[src/rtl/pic_pkg.sv]
package pic_pkg;

    localparam int unsigned PIC_LINES = 8;
    localparam int unsigned PIC_IDX_W = $clog2(PIC_LINES);
    localparam int unsigned PIC_DW    = 8;

    typedef enum logic [1:0] {
        INIT_RUN  = 2'd0,
        INIT_BASE = 2'd1,
        INIT_CASC = 2'd2,
        INIT_MODE = 2'd3
    } init_e;

    typedef enum logic [3:0] {
        OP_NONE,
        OP_INIT,
        OP_CTRL,
        OP_ROT_AEOI,
        OP_NS_EOI,
        OP_NS_EOI_ROT,
        OP_SP_EOI,
        OP_SET_PRIO,
        OP_SP_EOI_ROT,
        OP_DATA
    } op_e;

    typedef struct packed {
        logic [PIC_LINES-1:0] irr;
        logic [PIC_LINES-1:0] imr;
        logic [PIC_LINES-1:0] isr;
        logic [PIC_IDX_W-1:0] offs;
        logic [PIC_DW-1:0]    base;
        logic                 rsel;
        logic                 poll;
        logic                 smask;
        logic                 aeoi;
        logic                 rot_aeoi;
        logic                 need4;
        init_e                init;
    } pic_state_t;

endpackage

[src/rtl/pic_prio_find.sv]
module pic_prio_find #(
    parameter int unsigned N  = 8,
    parameter int unsigned IW = $clog2(N)
) (
    input  logic [N-1:0]  bits_i,
    input  logic [IW-1:0] offs_i,
    output logic [IW:0]   rank_o
);
    // rank N means "nothing set"; rank k refers to line (k + offs) mod N
    always_comb begin
        rank_o = (IW+1)'(N);
        for (int k = N - 1; k >= 0; k--) begin
            if (bits_i[IW'(k) + offs_i]) begin
                rank_o = (IW+1)'(k);
            end
        end
    end
endmodule

[src/rtl/pic_cmd_dec.sv]
module pic_cmd_dec
    import pic_pkg::*;
(
    input  logic              wr_en_i,
    input  logic              addr_i,
    input  logic [PIC_DW-1:0] wdata_i,
    output op_e               op_o
);
    always_comb begin
        op_o = OP_NONE;
        if (wr_en_i) begin
            if (addr_i) begin
                op_o = OP_DATA;
            end else if (wdata_i[4]) begin
                op_o = OP_INIT;
            end else if (wdata_i[3]) begin
                op_o = OP_CTRL;
            end else begin
                unique case (wdata_i[7:5])
                    3'd0, 3'd4: op_o = OP_ROT_AEOI;
                    3'd1:       op_o = OP_NS_EOI;
                    3'd5:       op_o = OP_NS_EOI_ROT;
                    3'd3:       op_o = OP_SP_EOI;
                    3'd6:       op_o = OP_SET_PRIO;
                    3'd7:       op_o = OP_SP_EOI_ROT;
                    default:    op_o = OP_NONE;
                endcase
            end
        end
    end
endmodule

[src/rtl/pic_core.sv]
module pic_core
    import pic_pkg::*;
(
    input  logic                 clk_i,
    input  logic                 rst_ni,
    input  logic [PIC_LINES-1:0] req_i,
    input  logic                 wr_en_i,
    input  logic                 rd_en_i,
    input  logic                 addr_i,
    input  logic [PIC_DW-1:0]    wdata_i,
    output logic [PIC_DW-1:0]    rdata_o,
    input  logic                 inta_i,
    output logic [PIC_DW-1:0]    vec_o,
    output logic                 irq_o
);
    localparam int unsigned N       = PIC_LINES;
    localparam int unsigned IW      = PIC_IDX_W;
    localparam int unsigned N_ENC   = 3;
    localparam int unsigned ENC_REQ = 0;
    localparam int unsigned ENC_CUR = 1;
    localparam int unsigned ENC_ISR = 2;
    localparam logic [PIC_DW-1:0] BASE_KEEP = ~PIC_DW'(N - 1);
    localparam logic [IW-1:0]     SPURIOUS  = IW'(N - 1);

    pic_state_t s_d, s_q;
    op_e        op;

    logic [N-1:0]  enc_bits [N_ENC];
    logic [IW:0]   enc_rank [N_ENC];
    logic [IW-1:0] req_line;
    logic [IW-1:0] isr_line;
    logic          isr_any;
    logic          want;
    logic [IW-1:0] out_line;
    logic [IW-1:0] sel_line;

    // inputs of the three priority searches
    always_comb begin
        enc_bits[ENC_REQ] = s_q.irr & ~s_q.imr;
        enc_bits[ENC_CUR] = s_q.smask ? (s_q.isr & ~s_q.imr) : s_q.isr;
        enc_bits[ENC_ISR] = s_q.isr;
    end

    for (genvar g = 0; g < N_ENC; g++) begin : g_enc
        pic_prio_find #(.N(N), .IW(IW)) u_find (
            .bits_i (enc_bits[g]),
            .offs_i (s_q.offs),
            .rank_o (enc_rank[g])
        );
    end

    pic_cmd_dec u_dec (
        .wr_en_i (wr_en_i),
        .addr_i  (addr_i),
        .wdata_i (wdata_i),
        .op_o    (op)
    );

    always_comb begin
        req_line = enc_rank[ENC_REQ][IW-1:0] + s_q.offs;
        isr_line = enc_rank[ENC_ISR][IW-1:0] + s_q.offs;
        isr_any  = !enc_rank[ENC_ISR][IW];
        want     = enc_rank[ENC_REQ] < enc_rank[ENC_CUR];
        out_line = want ? req_line : SPURIOUS;
        sel_line = wdata_i[IW-1:0];
    end

    assign irq_o = want;
    assign vec_o = s_q.base | PIC_DW'(out_line);

    always_comb begin
        if (s_q.poll) begin
            rdata_o = PIC_DW'(out_line);
        end else if (addr_i) begin
            rdata_o = s_q.imr;
        end else if (s_q.rsel) begin
            rdata_o = s_q.isr;
        end else begin
            rdata_o = s_q.irr;
        end
    end

    // next-state computation
    always_comb begin
        s_d = s_q;

        // acknowledge
        if (inta_i && want) begin
            s_d.irr[req_line] = 1'b0;
            if (s_q.aeoi) begin
                if (s_q.rot_aeoi) begin
                    s_d.offs = req_line + 1'b1;
                end
            end else begin
                s_d.isr[req_line] = 1'b1;
            end
        end

        // polled read
        if (rd_en_i && s_q.poll) begin
            s_d.poll = 1'b0;
            if (want) begin
                s_d.irr[req_line] = 1'b0;
                s_d.isr[req_line] = 1'b0;
            end
        end

        s_d.irr = s_d.irr | req_i;

        unique case (op)
            OP_INIT: begin
                s_d       = '0;
                s_d.init  = INIT_BASE;
                s_d.need4 = wdata_i[0];
            end
            OP_CTRL: begin
                if (wdata_i[2]) s_d.poll  = 1'b1;
                if (wdata_i[1]) s_d.rsel  = wdata_i[0];
                if (wdata_i[6]) s_d.smask = wdata_i[5];
            end
            OP_ROT_AEOI: s_d.rot_aeoi = wdata_i[7];
            OP_NS_EOI: begin
                if (isr_any) s_d.isr[isr_line] = 1'b0;
            end
            OP_NS_EOI_ROT: begin
                if (isr_any) begin
                    s_d.isr[isr_line] = 1'b0;
                    s_d.offs          = isr_line + 1'b1;
                end
            end
            OP_SP_EOI: s_d.isr[sel_line] = 1'b0;
            OP_SET_PRIO: s_d.offs = sel_line + 1'b1;
            OP_SP_EOI_ROT: begin
                s_d.isr[sel_line] = 1'b0;
                s_d.offs          = sel_line + 1'b1;
            end
            OP_DATA: begin
                unique case (s_q.init)
                    INIT_RUN:  s_d.imr = wdata_i;
                    INIT_BASE: begin
                        s_d.base = wdata_i & BASE_KEEP;
                        s_d.init = INIT_CASC;
                    end
                    INIT_CASC: s_d.init = s_q.need4 ? INIT_MODE : INIT_RUN;
                    INIT_MODE: begin
                        s_d.aeoi = wdata_i[1];
                        s_d.init = INIT_RUN;
                    end
                    default:   s_d.init = INIT_RUN;
                endcase
            end
            default: ;
        endcase
    end

    always_ff @(posedge clk_i or negedge rst_ni) begin
        if (!rst_ni) begin
            s_q <= '0;
        end else begin
            s_q <= s_d;
        end
    end

endmodule

[config.mk]
export PLATFORM = sky130hd
export DESIGN_NAME = pic_core
export DESIGN_NICKNAME = d
export VERILOG_FILES = /design/src/rtl/pic_pkg.sv /design/src/rtl/pic_prio_find.sv /design/src/rtl/pic_cmd_dec.sv /design/src/rtl/pic_core.sv
export SDC_FILE = /design/constraint.sdc
export NUM_CORES = 1
export LEC_CHECK = 0
export BUFFER_PORTS_ARGS = -buffer_cell sky130_fd_sc_hd__buf_2
export CAP_MARGIN = 20
export CORE_ASPECT_RATIO = 1.75
export CORE_MARGIN = 2
export CORE_UTILIZATION = 30
export CTS_CLUSTER_SIZE = 10
export DETAILED_ROUTE_END_ITERATION = 8
export PLACE_DENSITY = 0.58
export REMOVE_ABC_BUFFERS = 1
export SYNTH_ARGS = -nofsm -noshare
export SYNTH_HDL_FRONTEND = slang
export SYNTH_SLANG_ARGS = --single-unit
[constraint.sdc]
create_clock -name clk_i -period 4.69 [get_ports clk_i]
set_input_delay 0 -clock clk_i [delete_from_list [all_inputs] [get_ports clk_i]]
set_output_delay 0 -clock clk_i [all_outputs]
set_load 0.05 [all_outputs]
==> qor.yml, run 1 <==
status: "finished clean"
first_pass_iters: 5
r2r_slack_ps: 240
num_rows: 58
die_area_um2: 15700
postRouteAntennaNets: 0
htreeDepth: 2
cp_data_required_time_ps: 4690
grt_pass1_vias: 4240
synth_simple_gate_area_share_pct: 24.7
startpoint: "s_q[16]"
worstSkewPairLatency_ps: 290
core_um2: 14400
cts_tree: "done"
num_vias: 4219
cts_made_buffers: 5
die_h_um: 164
syn_to_final_growth_pct: 15.2
r2r_start: "s_q[16]"
synth_seq_cells: 40
clock.fmax_mhz: 222
ys_types: 63
critPathLaunchType: "flop"
finalWorstSetupSlack_ps: 192
path_max_fanout: 7
hold_class: "in -> reg"
grt_antenna_before_repair: 0
r2r-end: "s_q[17]"
synthFlopType: "dfrtp_1"
nets: 592
skew_ps: 3.88
grt_first_pass_wirelength_um: 22800
dr_wl_met3_um: 454
synthMuxAreaShare_pct: 22.4
critPathKind: "reg -> out"
setup.worst_path.end_class: "primary output"
worst_r2r_path_depth: 16
synth_top_family_by_area: "simple AND/OR/NAND/NOR gates"
fillers: 1496
finalWirelength_um: 14200
synth_top_cells_by_area: "dfrtp_1 (23%), mux4_2 (13%), mux2i_1 (6.8%)"
synth_adder_area_share_pct: 3.97
post-place-ws_ps: 171
yosysTopAreaCell: "dfrtp_1"
vdd_drop_max_v: 0.000766
period_share_pct: 95.9
setup_viol: 0
maxSlewViolCount: 0
wl_met1_um: 5050
num_antenna_cells: 0
die_x_um: 95.7
synth-xor-area-share_pct: 2.81
final_hold_viol_count: 0
synth-async-reset-ratio_pct: 100
synth_edf_count: 0
clockBufferDepth: 2
synth_top_area_share_pct: 22.7
avgSynthCellArea_um2: 8.54
power_per_cell_area_nw_per_um2: 831
root_buffer: "clkbuf_16"
slew_headroom_pct: 39.7
hp-start: "req_i[6]"
drv_cap: 0
yosysWarnings: 0
vias_per_cell: 5.71
power.total_uw: 4230
grt_usage_pct: 19.0
wl_met2_um: 8040
yosysSeqAreaShare_pct: 22.7
grt_max_degree: 41
ios: 39
initial_core_util_pct: 30.7
leakagePower_uw: 0.00211
synthesis.area_um2: 4420
endpoint: "rdata_o[1]"
clock-sinks: 40
drt_iter0_drc: 230
synth_common_cells: "nand2_1 (75), nor2_1 (41), dfrtp_1 (40)"
cp.arrival_ps: 4500
layout-drive-gt1-share_pct: 24.0
dp_hpwl_um: 11500
drc: 0
tightest_slew_ps: 905
netlist_instances: 517
synth_compound_area_share_pct: 17.9
highest_layer: "met4"
clk_pin_slew_ps: 60
wl_per_cell_um: 19.3
synth.most_common_cell: "nand2_1"
grt_overflow: 0
period_minus_slack_ps: 4500
io_buffers: 38
globalplace.congestion: 0.896
-- logic make-up (layout without fill, tap and decap cells) --
family | after synthesis | in the layout
AND/OR/NAND/NOR | 221 | 221
AO/OA/AOI/OAI | 117 | 117
multiplexers | 65 | 65
buffers and inverters | 50 | 92
flip-flops | 40 | 40
adder cells (fa/ha/maj) | 13 | 13
XOR/XNOR | 11 | 11
-- metal layers --
layer  vias to the layer above  GRT usage [%]
met5                         -              0
met4                         0           10.0
met3                        36           1.87
met2                       140           36.6
met1                      2054           19.3
li1                       1989              -
-- metrics by stage --
stage	cells	util, %	setup TNS, ps	instance area, µm²	hold slack, ps
CTS	735	34.9	0	5010	14.0
finish	739	35.4	0	5090	14.1
global route	739	35.4	-11.8	5090	42.2
global placement	726	33.7	0	4850	177
floorplan	480	-	-24000	4220	-296
detailed placement	726	33.7	0	4850	184
-- worst min path at each step --
stage / end / slack (ps) / cells past startpoint
6_report: s_q[41] / 10 / 3
2_1_floorplan: enc_bits[0] / -300 / 0
3_5_place_dp: s_q[40] / 180 / 1
3_3_place_gp: s_q[36] / 180 / 1
4_1_cts: s_q[41] / 10 / 3
5_1_grt: s_q[6] / 40 / 4
-- state kept, by name, indices dropped and copies added (netlist names) --
name	cells
s_q	32
enc_bits	8
-- cell usage in the layout, fill, tap and decap left out, types with 5 or more instances in the layout --
| cell type | count |
|---|---|
| a21boi_0 | 8 |
| a21oi_1 | 23 |
| a311oi_2 | 5 |
| a31oi_1 | 10 |
| buf_2 | 37 |
| buf_4 | 31 |
| clkbuf_16 | 5 |
| dfrtp_1 | 40 |
| ha_1 | 10 |
| inv_1 | 11 |
| mux2_2 | 8 |
| mux2i_1 | 27 |
| mux4_2 | 25 |
| nand2_1 | 75 |
| nand2b_1 | 15 |
| nand3_1 | 22 |
| nor2_1 | 40 |
| nor2b_1 | 16 |
| nor3_1 | 17 |
| nor4_1 | 5 |
| o211ai_1 | 5 |
| o21ai_0 | 35 |
-- area by class of cell --
type                    instances  area (µm²)  share of cell area (%)
inverters                      13        50.0                   0.984
repair buffers                 71         450                    8.85
clock buffers                   8         146                    2.88
multi-input cells             427        3210                    63.2
well taps                     180         225                    4.43
flip-flops and latches         40        1000                    19.7
-- power by group --
| part | internal [µW] | switching (µW) |
|---|---|---|
| logic | 1230 | 2120 |
| registers | 427 | 103 |
| clock network | 212 | 136 |
-- repair_timing --
item / 4_1_cts / 5_1_grt
hold buffers: 1 / 0
endpoints found under the hold margin: 40 / 0
setup endpoints to repair: 2 / 17
setup buffers: 0 / 4
pin swaps: 0 / 1
gates resized for setup: 1 / 12
-- critical path: stages (launching register included) --
cell and delay, ps:
dfrtp_1 370, clkinv_2 60, ha_1 260, xnor2_1 310, mux4_2 580, or4_4 520
a21oi_4 160, ha_1 260, a21o_1 200, a21oi_2 190, nand2_1 90, a211oi_2 210
a21oi_2 120, or3_1 380, mux2_2 280, buf_2 210
Power figures use the tool's default switching activity.
==> run 2, diff against run 1 <==
--- a/config.mk
+++ b/config.mk
@@ -10,6 +10,7 @@
 export CORE_ASPECT_RATIO = 1.75
 export CORE_MARGIN = 2
 export CORE_UTILIZATION = 30
+export CTS_BUF_LIST = sky130_fd_sc_hd__clkbuf_16
 export CTS_CLUSTER_SIZE = 10
 export DETAILED_ROUTE_END_ITERATION = 8
 export PLACE_DENSITY = 0.58
==> run 2 against run 1 <==
Compared with the run above: cell count stayed put; clock-buffer cell count is 3 lower; hold slack about the same; die area did not move; final area is 0.20% lower; sequential share of layout area hardly changed; wire length fell by 0.37%; non-clock buffer count is the same.
==> qor.yml, run 2 (synthesis gave the netlist of run 1 again) <==
status: "finished clean"
fin_area_um2: 5080  # -0.20%
final_hold_viol_count: 0  # unchanged
slew_headroom_pct: 39.5  # -0.16 points
grt_max_degree: 41  # unchanged
clockBufferDepth: 2  # unchanged
leakagePower_uw: 0.00211  # +0.13%
postRouteAntennaNets: 0  # unchanged
worstSkewPairLatency_ps: 290  # about the same
largest_register_ffs: 32  # unchanged
dp_hpwl_um: 11500  # unchanged
path_max_fanout: 7  # unchanged
skew_ps: 3.40  # -0.490 ps
setup_viol: 0  # unchanged
finalWirelength_um: 14200  # -0.37%
finalWorstSetupSlack_ps: 201  # +9.11 ps
cp.arrival_ps: 4490  # about the same
grt_antenna_before_repair: 0  # unchanged
clk_pin_slew_ps: 60  # about the same
hp-start: "req_i[6]"
nets: 592  # unchanged
io_buffers: 38  # unchanged
clock-sinks: 40  # unchanged
drt_iter0_drc: 260  # +13%
most-common-layout-cells: "nand2_1 (75), nor2_1 (40), dfrtp_1 (40), buf_2 (37), o21ai_0 (35)"
grt_pass1_vias: 4231  # -0.21%
r2r_slack_ps: 260  # +20 ps
hold_class: "in -> reg"
htreeDepth: 2  # unchanged
setup.worst_path.end_class: "primary output"
critPathKind: "reg -> out"
cts_tree: "done"
num_rows: 58  # unchanged
clock.fmax_mhz: 223  # +0.20%
critPathLaunchType: "flop"
worst_r2r_path_depth: 16  # unchanged
num_vias: 4190  # -0.69%
first_pass_iters: 5  # unchanged
initial_core_util_pct: 30.7  # unchanged
cp_data_required_time_ps: 4690  # about the same
syn_to_final_growth_pct: 15.0
cts_made_buffers: 5  # unchanged
die_area_um2: 15700  # unchanged
grt_usage_pct: 18.9  # about the same
maxSlewViolCount: 0  # unchanged
ios: 39  # unchanged
drv_cap: 0  # unchanged
layout-drive-gt1-share_pct: 23.8  # -0.18 points
power.total_uw: 4200  # -0.61%
vias_per_cell: 5.67  # -0.69%
die_x_um: 95.7  # unchanged
grt_first_pass_wirelength_um: 22700  # about the same
r2r-end: "s_q[17]"
grt_overflow: 0  # unchanged
final_common_cell: "nand2_1"
holdPathStages: 3  # unchanged
place_area_um2: 4850  # unchanged
period_minus_slack_ps: 4490  # -9.11 ps
vdd_drop_max_v: 0.000771  # +0.57%
r2r_start: "s_q[16]"
num_antenna_cells: 0  # unchanged
post-place-ws_ps: 171  # unchanged
globalplace.congestion: 0.896  # unchanged
die_h_um: 164  # unchanged
drc: 0  # unchanged
power_per_cell_area_nw_per_um2: 828  # -0.42%
root_buffer: "clkbuf_16"
period_share_pct: 95.7  # -0.19 points
hold_end: "s_q[41]"
fillers: 1495  # -0.067%
core_um2: 14400  # unchanged
wl_per_cell_um: 19.2  # -0.37%
regMostFlops: "s_q"
tightest_slew_ps: 907  # +2.37 ps
-- run 2: how the worst max path moves through the flow --
stage | from | end | slack [ps] | cells past startpoint
after global placement | s_q[16] | s_q[16] | 210 | 15
after floorplan | s_q[16] | rdata_o[2] | -1220 | 13
after CTS | s_q[16] | rdata_o[1] | 40 | 16
after global routing | s_q[16] | rdata_o[2] | -10 | 19
final | s_q[16] | rdata_o[1] | 200 | 15
after detailed placement | s_q[16] | s_q[17] | 170 | 15
-- run 2: critical path: stages, from the launching register on --
cell	delay, ps
dfrtp_1	390
buf_4	190
ha_1	260
xnor2_2	290
mux4_2	390
or4_4	580
a21oi_4	170
ha_1	260
a21o_1	200
a21oi_2	190
nand2_1	90
a211oi_2	210
a21oi_2	120
or3_1	380
mux2_2	280
buf_2	210
-- run 2: area by class of cell --
class / instances / area (µm²) / area share, %
timing repair buffer: 71 / 450 / 8.87
inverter: 13 / 50.0 / 0.986
tap: 180 / 225 / 4.44
clock inverter: 3 / 11.3 / 0.222
clock buffer: 5 / 125 / 2.46
multi-input combinational: 427 / 3210 / 63.3
sequential: 40 / 1000 / 19.7
-- run 2: report_power, final --
group / internal [µW] / leakage, µW / switching (µW) / total, µW
Combinational: 1230 / 0.00154 / 2110 / 3340
Clock: 191 / 0.0000738 / 136 / 328
Sequential: 427 / 0.000503 / 103 / 530
Total: 1850 / 0.00211 / 2350 / 4200
-- run 2: metrics by stage --
step / std cells / TNS, ps / hold WS (ps) / utilization, %
floorplan: 480 / -24000 / -296 / -
global placement: 726 / 0 / 177 / 33.7
detailed placement: 726 / 0 / 184 / 33.7
CTS: 735 / 0 / 12.8 / 34.8
global route: 739 / -11.8 / 43.4 / 35.3
finish: 739 / 0 / 14.3 / 35.3
-- run 2: metal layers --
metal / track usage, % / vias to the layer above / routed length [µm]
li1: - / 1988 / -
met5: 0 / - / 0
met1: 19.3 / 2044 / 5060
met2: 36.7 / 118 / 8010
met4: 9.68 / 0 / 707
met3: 1.82 / 40 / 403
-- run 2: what timing repair did --
action,CTS,global route
pin swaps,0,1
hold buffers,1,0
endpoints found under the setup margin,2,17
endpoints found under the hold margin,40,0
resized for setup,1,12
buffers inserted,0,4
